`src/rtl/mmu_regs_pkg.sv`:
```
package mmu_regs_pkg;
  // word indices (byte offset / 4)
  localparam int unsigned WI_DIR   = 0;
  localparam int unsigned WI_STAT  = 1;
  localparam int unsigned WI_CMD   = 2;
  localparam int unsigned WI_FADDR = 3;
  localparam int unsigned WI_INVL  = 4;
  localparam int unsigned WI_RAW   = 5;
  localparam int unsigned WI_CLR   = 6;
  localparam int unsigned WI_MASK  = 7;
  localparam int unsigned WI_MSTAT = 8;
  localparam int unsigned N_WORDS  = 9;

  typedef enum logic [2:0] {
    C_PG_ON   = 3'd0,
    C_PG_OFF  = 3'd1,
    C_ST_ON   = 3'd2,
    C_ST_OFF  = 3'd3,
    C_INV_ALL = 3'd4,
    C_FLT_ACK = 3'd5,
    C_HRESET  = 3'd6
  } mmu_cmd_e;
  localparam int unsigned N_CMDS = 7;

  // status word bit positions
  localparam int unsigned SB_PAGING = 0;
  localparam int unsigned SB_FAULT  = 1;
  localparam int unsigned SB_STALL  = 2;
  localparam int unsigned SB_IDLE   = 3;
  localparam int unsigned SB_REPLAY = 4;
  localparam int unsigned SB_FWR    = 5;
  localparam int unsigned SB_ID_LO  = 6;
endpackage

```
`src/rtl/mmu_mode_ctrl.sv`:
```
module mmu_mode_ctrl #(
  parameter int DATA_W = 32,
  parameter int ID_W   = 5
) (
  input  logic              clk,
  input  logic              rst_n,
  input  logic              cmd_pg_on,
  input  logic              cmd_pg_off,
  input  logic              cmd_st_on,
  input  logic              cmd_st_off,
  input  logic              cmd_ack,
  input  logic              cmd_hreset,
  input  logic              dir_we,
  input  logic [DATA_W-1:0] wdata,
  input  logic              ev_flt,
  input  logic [DATA_W-1:0] ev_addr,
  input  logic              ev_wr,
  input  logic [ID_W-1:0]   ev_id,
  output logic              paging,
  output logic              stall_act,
  output logic              flt_act,
  output logic              flt_wr,
  output logic [ID_W-1:0]   flt_id,
  output logic [DATA_W-1:0] flt_addr,
  output logic [DATA_W-1:0] dir_base,
  output logic              flt_take
);
  logic pg_q, pg_d, st_q, st_d, fa_q, fa_d, fw_q, fw_d;
  logic [ID_W-1:0]   id_q, id_d;
  logic [DATA_W-1:0] ad_q, ad_d, dir_q, dir_d;
  logic halted;

  assign halted   = st_q | ~pg_q;
  assign flt_take = ev_flt & ~fa_q & ~cmd_hreset;

  always_comb begin
    pg_d = pg_q; st_d = st_q; fa_d = fa_q; fw_d = fw_q;
    id_d = id_q; ad_d = ad_q; dir_d = dir_q;
    if (cmd_hreset) begin
      pg_d = 1'b0; st_d = 1'b0; fa_d = 1'b0; fw_d = 1'b0;
      id_d = '0; ad_d = '0; dir_d = '0;
    end else begin
      if (cmd_pg_on)  pg_d = 1'b1;
      if (cmd_pg_off) pg_d = 1'b0;
      if (cmd_st_on && !fa_q) st_d = 1'b1;
      if (cmd_st_off) st_d = 1'b0;
      if (cmd_ack)    fa_d = 1'b0;
      if (flt_take) begin
        fa_d = 1'b1; fw_d = ev_wr; id_d = ev_id; ad_d = ev_addr;
      end
      if (dir_we && (halted || fa_q)) dir_d = wdata;
    end
  end

  always_ff @(posedge clk or negedge rst_n) begin
    if (!rst_n) begin
      pg_q <= 1'b0; st_q <= 1'b0; fa_q <= 1'b0; fw_q <= 1'b0;
      id_q <= '0; ad_q <= '0; dir_q <= '0;
    end else begin
      pg_q <= pg_d; st_q <= st_d; fa_q <= fa_d; fw_q <= fw_d;
      id_q <= id_d; ad_q <= ad_d; dir_q <= dir_d;
    end
  end

  assign paging    = pg_q;
  assign stall_act = halted;
  assign flt_act   = fa_q;
  assign flt_wr    = fw_q;
  assign flt_id    = id_q;
  assign flt_addr  = ad_q;
  assign dir_base  = dir_q;

  assert_dir_guard_R5: assert property (@(posedge clk) disable iff (!rst_n)
    (!halted && !fa_q && !cmd_hreset) |=> $stable(dir_q));
  assert_fault_hold_R6: assert property (@(posedge clk) disable iff (!rst_n)
    (fa_q && !cmd_ack && !cmd_hreset) |=> (fa_q && $stable(ad_q) && $stable(id_q)));
  assert_stall_refuse_R4: assert property (@(posedge clk) disable iff (!rst_n)
    (fa_q && !st_q) |=> !st_q);
  assert_hreset_R9: assert property (@(posedge clk) disable iff (!rst_n)
    cmd_hreset |=> (!pg_q && !st_q && !fa_q && dir_q == '0));
endmodule

```
`src/rtl/mmu_irq_ctrl.sv`:
```
module mmu_irq_ctrl #(
  parameter int IRQ_N = 2
) (
  input  logic             clk,
  input  logic             rst_n,
  input  logic             clear_all,
  input  logic [IRQ_N-1:0] src_set,
  input  logic             raw_we,
  input  logic             clr_we,
  input  logic             mask_we,
  input  logic [IRQ_N-1:0] wbits,
  output logic [IRQ_N-1:0] raw,
  output logic [IRQ_N-1:0] mask,
  output logic [IRQ_N-1:0] masked
);
  logic [IRQ_N-1:0] raw_q, raw_d, mask_q, mask_d;

  for (genvar i = 0; i < IRQ_N; i++) begin : g_src
    logic set_i, clr_i;
    assign set_i = src_set[i] | (raw_we & wbits[i]);
    assign clr_i = clr_we & wbits[i];
    always_comb begin
      raw_d[i]  = clear_all ? 1'b0 : (set_i | (raw_q[i] & ~clr_i));
      mask_d[i] = clear_all ? 1'b0 : (mask_we ? wbits[i] : mask_q[i]);
    end

    assert_clear_R8: assert property (@(posedge clk) disable iff (!rst_n)
      (clr_we && wbits[i] && !src_set[i] && !raw_we) |=> !raw_q[i]);
    assert_set_R8: assert property (@(posedge clk) disable iff (!rst_n)
      (src_set[i] && !clear_all) |=> raw_q[i]);
  end

  always_ff @(posedge clk or negedge rst_n) begin
    if (!rst_n) begin
      raw_q  <= '0;
      mask_q <= '0;
    end else begin
      raw_q  <= raw_d;
      mask_q <= mask_d;
    end
  end

  assign raw    = raw_q;
  assign mask   = mask_q;
  assign masked = raw_q & mask_q;
endmodule

```
`src/rtl/mmu_ctrl_regs.sv`:
```
module mmu_ctrl_regs
  import mmu_regs_pkg::*;
#(
  parameter int ADDR_W = 8,
  parameter int DATA_W = 32,
  parameter int ID_W   = 5,
  parameter int IRQ_N  = 2
) (
  input  logic              clk,
  input  logic              rst_n,
  input  logic              bus_wr,
  input  logic [ADDR_W-1:0] bus_addr,
  input  logic [DATA_W-1:0] bus_wdata,
  output logic [DATA_W-1:0] bus_rdata,
  input  logic              flt_pulse,
  input  logic [DATA_W-1:0] flt_addr,
  input  logic              flt_is_wr,
  input  logic [ID_W-1:0]   flt_bus_id,
  input  logic              berr_pulse,
  input  logic              idle_in,
  output logic              irq,
  output logic              inv_all_pulse,
  output logic              inv_line_pulse,
  output logic [DATA_W-1:0] inv_line_addr
);
  localparam int WIDX_W = ADDR_W - 2;

  logic [WIDX_W-1:0] widx;
  logic              aligned;
  logic [N_WORDS-1:0] sel;
  logic [N_CMDS-1:0]  cmd_hit;

  assign widx    = bus_addr[ADDR_W-1:2];
  assign aligned = (bus_addr[1:0] == 2'b00);

  for (genvar k = 0; k < N_WORDS; k++) begin : g_sel
    assign sel[k] = aligned && (widx == WIDX_W'(k));
  end
  for (genvar c = 0; c < N_CMDS; c++) begin : g_cmd
    assign cmd_hit[c] = bus_wr && sel[WI_CMD] && (bus_wdata == DATA_W'(c));
  end

  logic              pg, st_act, fa, fw, take;
  logic [ID_W-1:0]   fid;
  logic [DATA_W-1:0] fad, dir;
  logic [IRQ_N-1:0]  raw, mask, masked, src;

  mmu_mode_ctrl #(.DATA_W(DATA_W), .ID_W(ID_W)) u_mode (
    .clk(clk), .rst_n(rst_n),
    .cmd_pg_on(cmd_hit[C_PG_ON]), .cmd_pg_off(cmd_hit[C_PG_OFF]),
    .cmd_st_on(cmd_hit[C_ST_ON]), .cmd_st_off(cmd_hit[C_ST_OFF]),
    .cmd_ack(cmd_hit[C_FLT_ACK]), .cmd_hreset(cmd_hit[C_HRESET]),
    .dir_we(bus_wr && sel[WI_DIR]), .wdata(bus_wdata),
    .ev_flt(flt_pulse), .ev_addr(flt_addr), .ev_wr(flt_is_wr), .ev_id(flt_bus_id),
    .paging(pg), .stall_act(st_act), .flt_act(fa), .flt_wr(fw), .flt_id(fid),
    .flt_addr(fad), .dir_base(dir), .flt_take(take)
  );

  always_comb begin
    src    = '0;
    src[0] = take;
    src[1] = berr_pulse;
  end

  mmu_irq_ctrl #(.IRQ_N(IRQ_N)) u_irq (
    .clk(clk), .rst_n(rst_n),
    .clear_all(cmd_hit[C_HRESET]), .src_set(src),
    .raw_we(bus_wr && sel[WI_RAW]), .clr_we(bus_wr && sel[WI_CLR]),
    .mask_we(bus_wr && sel[WI_MASK]), .wbits(bus_wdata[IRQ_N-1:0]),
    .raw(raw), .mask(mask), .masked(masked)
  );

  logic [DATA_W-1:0] status;
  always_comb begin
    status = '0;
    status[SB_PAGING] = pg;
    status[SB_FAULT]  = fa;
    status[SB_STALL]  = st_act;
    status[SB_IDLE]   = idle_in;
    status[SB_REPLAY] = ~fa;
    status[SB_FWR]    = fw;
    status[SB_ID_LO +: ID_W] = fid;
  end

  always_comb begin
    bus_rdata = '0;
    if (sel[WI_DIR])        bus_rdata = dir;
    else if (sel[WI_STAT])  bus_rdata = status;
    else if (sel[WI_FADDR]) bus_rdata = fad;
    else if (sel[WI_RAW])   bus_rdata = DATA_W'(raw);
    else if (sel[WI_MASK])  bus_rdata = DATA_W'(mask);
    else if (sel[WI_MSTAT]) bus_rdata = DATA_W'(masked);
  end

  assign irq            = |masked;
  assign inv_all_pulse  = cmd_hit[C_INV_ALL];
  assign inv_line_pulse = bus_wr && sel[WI_INVL];
  assign inv_line_addr  = inv_line_pulse ? bus_wdata : '0;

  assert_irq_mask_R8: assert property (@(posedge clk) disable iff (!rst_n)
    (mask == '0) |-> !irq);
  assert_inv_single_R10: assert property (@(posedge clk) disable iff (!rst_n)
    inv_all_pulse |=> (!inv_all_pulse || $past(bus_wr)));
endmodule

```
`config.mk`:
```
export PLATFORM = sky130hd
export DESIGN_NAME = mmu_ctrl_regs
export DESIGN_NICKNAME = d
export VERILOG_FILES = /design/src/rtl/mmu_regs_pkg.sv /design/src/rtl/mmu_mode_ctrl.sv /design/src/rtl/mmu_irq_ctrl.sv /design/src/rtl/mmu_ctrl_regs.sv
export SDC_FILE = /design/constraint.sdc
export NUM_CORES = 1
export LEC_CHECK = 0
export ABC_AREA = 1
export BUFFER_PORTS_ARGS = -buffer_cell sky130_fd_sc_hd__buf_2
export CORE_UTILIZATION = 55
export CTS_CLUSTER_DIAMETER = 80
export CTS_CLUSTER_SIZE = 16
export DETAILED_ROUTE_END_ITERATION = 6
export MAX_ROUTING_LAYER = met4
export PLACE_DENSITY_LB_ADDON = 0.12
export SLEW_MARGIN = 10
export SYNTH_ARGS = -nofsm -noshare
export SYNTH_HDL_FRONTEND = slang
export SYNTH_SLANG_ARGS = --single-unit
export TNS_END_PERCENT = 10
```
`constraint.sdc`:
```
create_clock -name clk -period 5.33 [get_ports clk]
set_clock_uncertainty 0.15 [all_clocks]
set_input_delay 1.3325 -clock clk [delete_from_list [all_inputs] [get_ports clk]]
set_output_delay 1.3325 -clock clk [all_outputs]
set_load 0.02 [all_outputs]
```
==> summary.txt <==
Status = finished clean
CP endpoint kind = primary output
Ratio of cells with drive above 1 in the final layout = 22.85%
First-pass GRT wire length = 18630 microns
Core area = 0.007727 sq mm
Crit path from = bus_addr[4]
Hold_buf cts = 0
Required time of the critical path = 3.85 ns
Vias per cell = 5.109
Least-Margin Pin Slew = 1.150 ns
P_leak = 3.158 nW
Drt wl/cell = 13.14 microns
Slew HR = 23.25%
Worst Hold Path Cells = 2
Peak supply drop = 0.1312 mV
H-tree levels = 3
Fin. max-slew vios = 0
Mean Syn Cell Area = 6.861 sq um
Resized Gates After CTS = 0
Ys Warns = 0
Fmax = 219.3 MHz
Place WS = 0.8288 ns
Final WL = 11570 microns
Kind of critical path = in -> out
Gp weighted congestion = 1.036
Antenna-violating nets left = 0
MaxCap Viol Count = 0
Final setup violation count = 0
# DRC = 0
Synthesized instance count = 641
Die Width = 91.42 microns
Area growth, synth to finish = 21.08%
Largest net degree at the start of global routing = 80
Final Critical Period = 4.559 ns
Antenna cells = 0
Internal reg-to-reg setup slack = 3.05 ns
Global-route usage over all layers = 29.55%
Syn Nets = 725
Reg2reg path depth = 5
Routed vias = 4501
Power density cells = 257.3 mW/mm^2
Post-DP HPWL = 8606 microns
I/O pin count = 151
Worst R2R Start = u_mode.flt_act
FF-to-FF End = u_mode.flt_addr[28]
Worst setup path endpoint = bus_rdata[14]
Setup TNS = 0 ns
Initial antenna violation count = 0
Congestion Overflow GR = 0
CTS max path bufs = 2
Worst EP arrival = 3.08 ns
Initial DRC count = 259
CTS tree = built
Post-CTS setup buffers = 0
CP startpoint kind = input pin
TritonCTS Buffers = 9
RSZ-0062 raised after global routing = no
Clock Latency Late Sink = 0.34 ns
Die Area = 0.008358 sq mm
Clock sink count = 77
Worst-path fanout max = 31
Root Driver = clkbuf_8
Period utilisation layout = 85.54%
Cell Area, Synth = 0.004398 sq mm
Count of different cell masters after synthesis = 25
Post-layout worst setup margin = 0.7708 ns
Synthesized flop and latch total = 77
Clock Pin Slew Worst Setup and Hold Paths = 0.07 ns
1st-pass router iterations = 5
Final hold vios = 0
Initial Util = 56.91%
Die height = 91.42 microns
Port bufs = 150
Fill cells = 700
Sequential-to-total area share from yosys stat = 43.81%
Hold Path Class = reg -> reg
Rows = 32
Fin nets = 858
Vias in the first global route = 3816
metrics by stage:
step | std cells | hold slack (ns) | utilization [%] | power (mW) | area, sq um
floorplan | 641 | 0.3190 | - | 0.8645 | 4398
global placement | 865 | 0.3372 | 66.50 | 0.9600 | 5139
detailed placement | 865 | 0.3412 | 66.50 | 0.9700 | 5139
CTS | 881 | 0.3589 | 68.91 | 1.376 | 5325
global route | 881 | 0.3922 | 68.91 | 1.452 | 5325
finish | 881 | 0.3562 | 68.91 | 1.370 | 5325
cell type report:
cell class | instances | area, sq um | share of cell area, %
Clock buffer | 12 | 155.1 | 2.914
Tap cell | 102 | 127.6 | 2.397
Timing Repair Buffer | 152 | 768.2 | 14.43
Multi-Input combinational cell | 407 | 1839 | 34.54
Clock inverter | 4 | 31.28 | 0.5874
Inverter | 127 | 476.7 | 8.952
Sequential cell | 77 | 1927 | 36.18
worst min-delay path by stage:
stage,startpoint,end
after detailed placement,u_mode.flt_wr,u_mode.flt_wr
after global placement,u_mode.flt_wr,u_mode.flt_wr
after floorplan,u_mode.flt_wr,u_mode.flt_wr
after CTS,u_mode.flt_wr,u_mode.flt_wr
after global routing,u_mode.flt_wr,u_mode.flt_wr
final,u_mode.flt_wr,u_mode.flt_wr
logic make-up (layout without fill, tap and decap cells):
group / after synthesis / after routing / synth area share [%]
AOI/OAI and AO/OA: 107 / 107 / 12.94
and+or+nand+nor: 300 / 300 / 28.88
buffers and inverters: 157 / 295 / 14.37
DFF: 77 / 77 / 43.81
power by group:
part	internal, mW	switching [mW]
sequential	0.691	0.0395
combinational	0.0808	0.149
clock	0.196	0.213
state kept, by name, indices dropped and copies added (netlist names):
signal	count
u_mode.dir_base	32
u_mode.flt_addr	32
u_mode.flt_id	5
u_irq.mask	2
u_irq.raw	2
u_mode.flt_act	1
u_mode.flt_wr	1
u_mode.paging	1
u_mode.st_q	1
synth_stat cells, drive strengths merged:
master | count | area share [%]
a31oi | 2 | 0.28
inv | 127 | 11
nor3 | 4 | 0.46
nor2 | 81 | 7.5
clkbuf | 11 | 0.94
nand3 | 64 | 7.4
nand3b | 1 | 0.17
o221ai | 6 | 1.2
o21ai | 94 | 11
o211ai | 2 | 0.34
nand4 | 2 | 0.28
a22o | 1 | 0.20
nand2 | 146 | 13
dfrtp | 77 | 44
nor4 | 1 | 0.14
and3 | 1 | 0.14
a21oi | 2 | 0.23
buf | 19 | 2.6
placed cells by master, fill, tap and decap left out, types with 6 or more instances in the layout:
master,Yosys,routed
nand3_1,63,63
dfrtp_1,77,77
o21ai_0,63,63
o221ai_1,6,6
clkbuf_8,0,11
inv_1,125,125
nor2_1,75,75
nand2_1,144,144
buf_2,16,149
o21ai_1,31,31
critical path, stage by stage:
cell     delay, ns
buf_2         0.10
inv_1         0.10
nand2_1       0.08
nor2_1        0.21
nand2_1       0.57
o21ai_0       0.44
buf_2         0.23
layer usage:
| metal | wire length [microns] | up-vias | share of wire [%] | track usage, % |
|---|---|---|---|---|
| li1 | - | 2252 | - | - |
| met1 | 5565 | 2022 | 48 | 44.99 |
| met2 | 4868 | 208 | 42 | 40.85 |
| met3 | 944 | 19 | 8.2 | 3.769 |
| met4 | 194 | 0 | 1.7 | 9.259 |
| met5 | 0 | - | 0 | - |
Note: power is estimated with default switching activity, not from simulation.
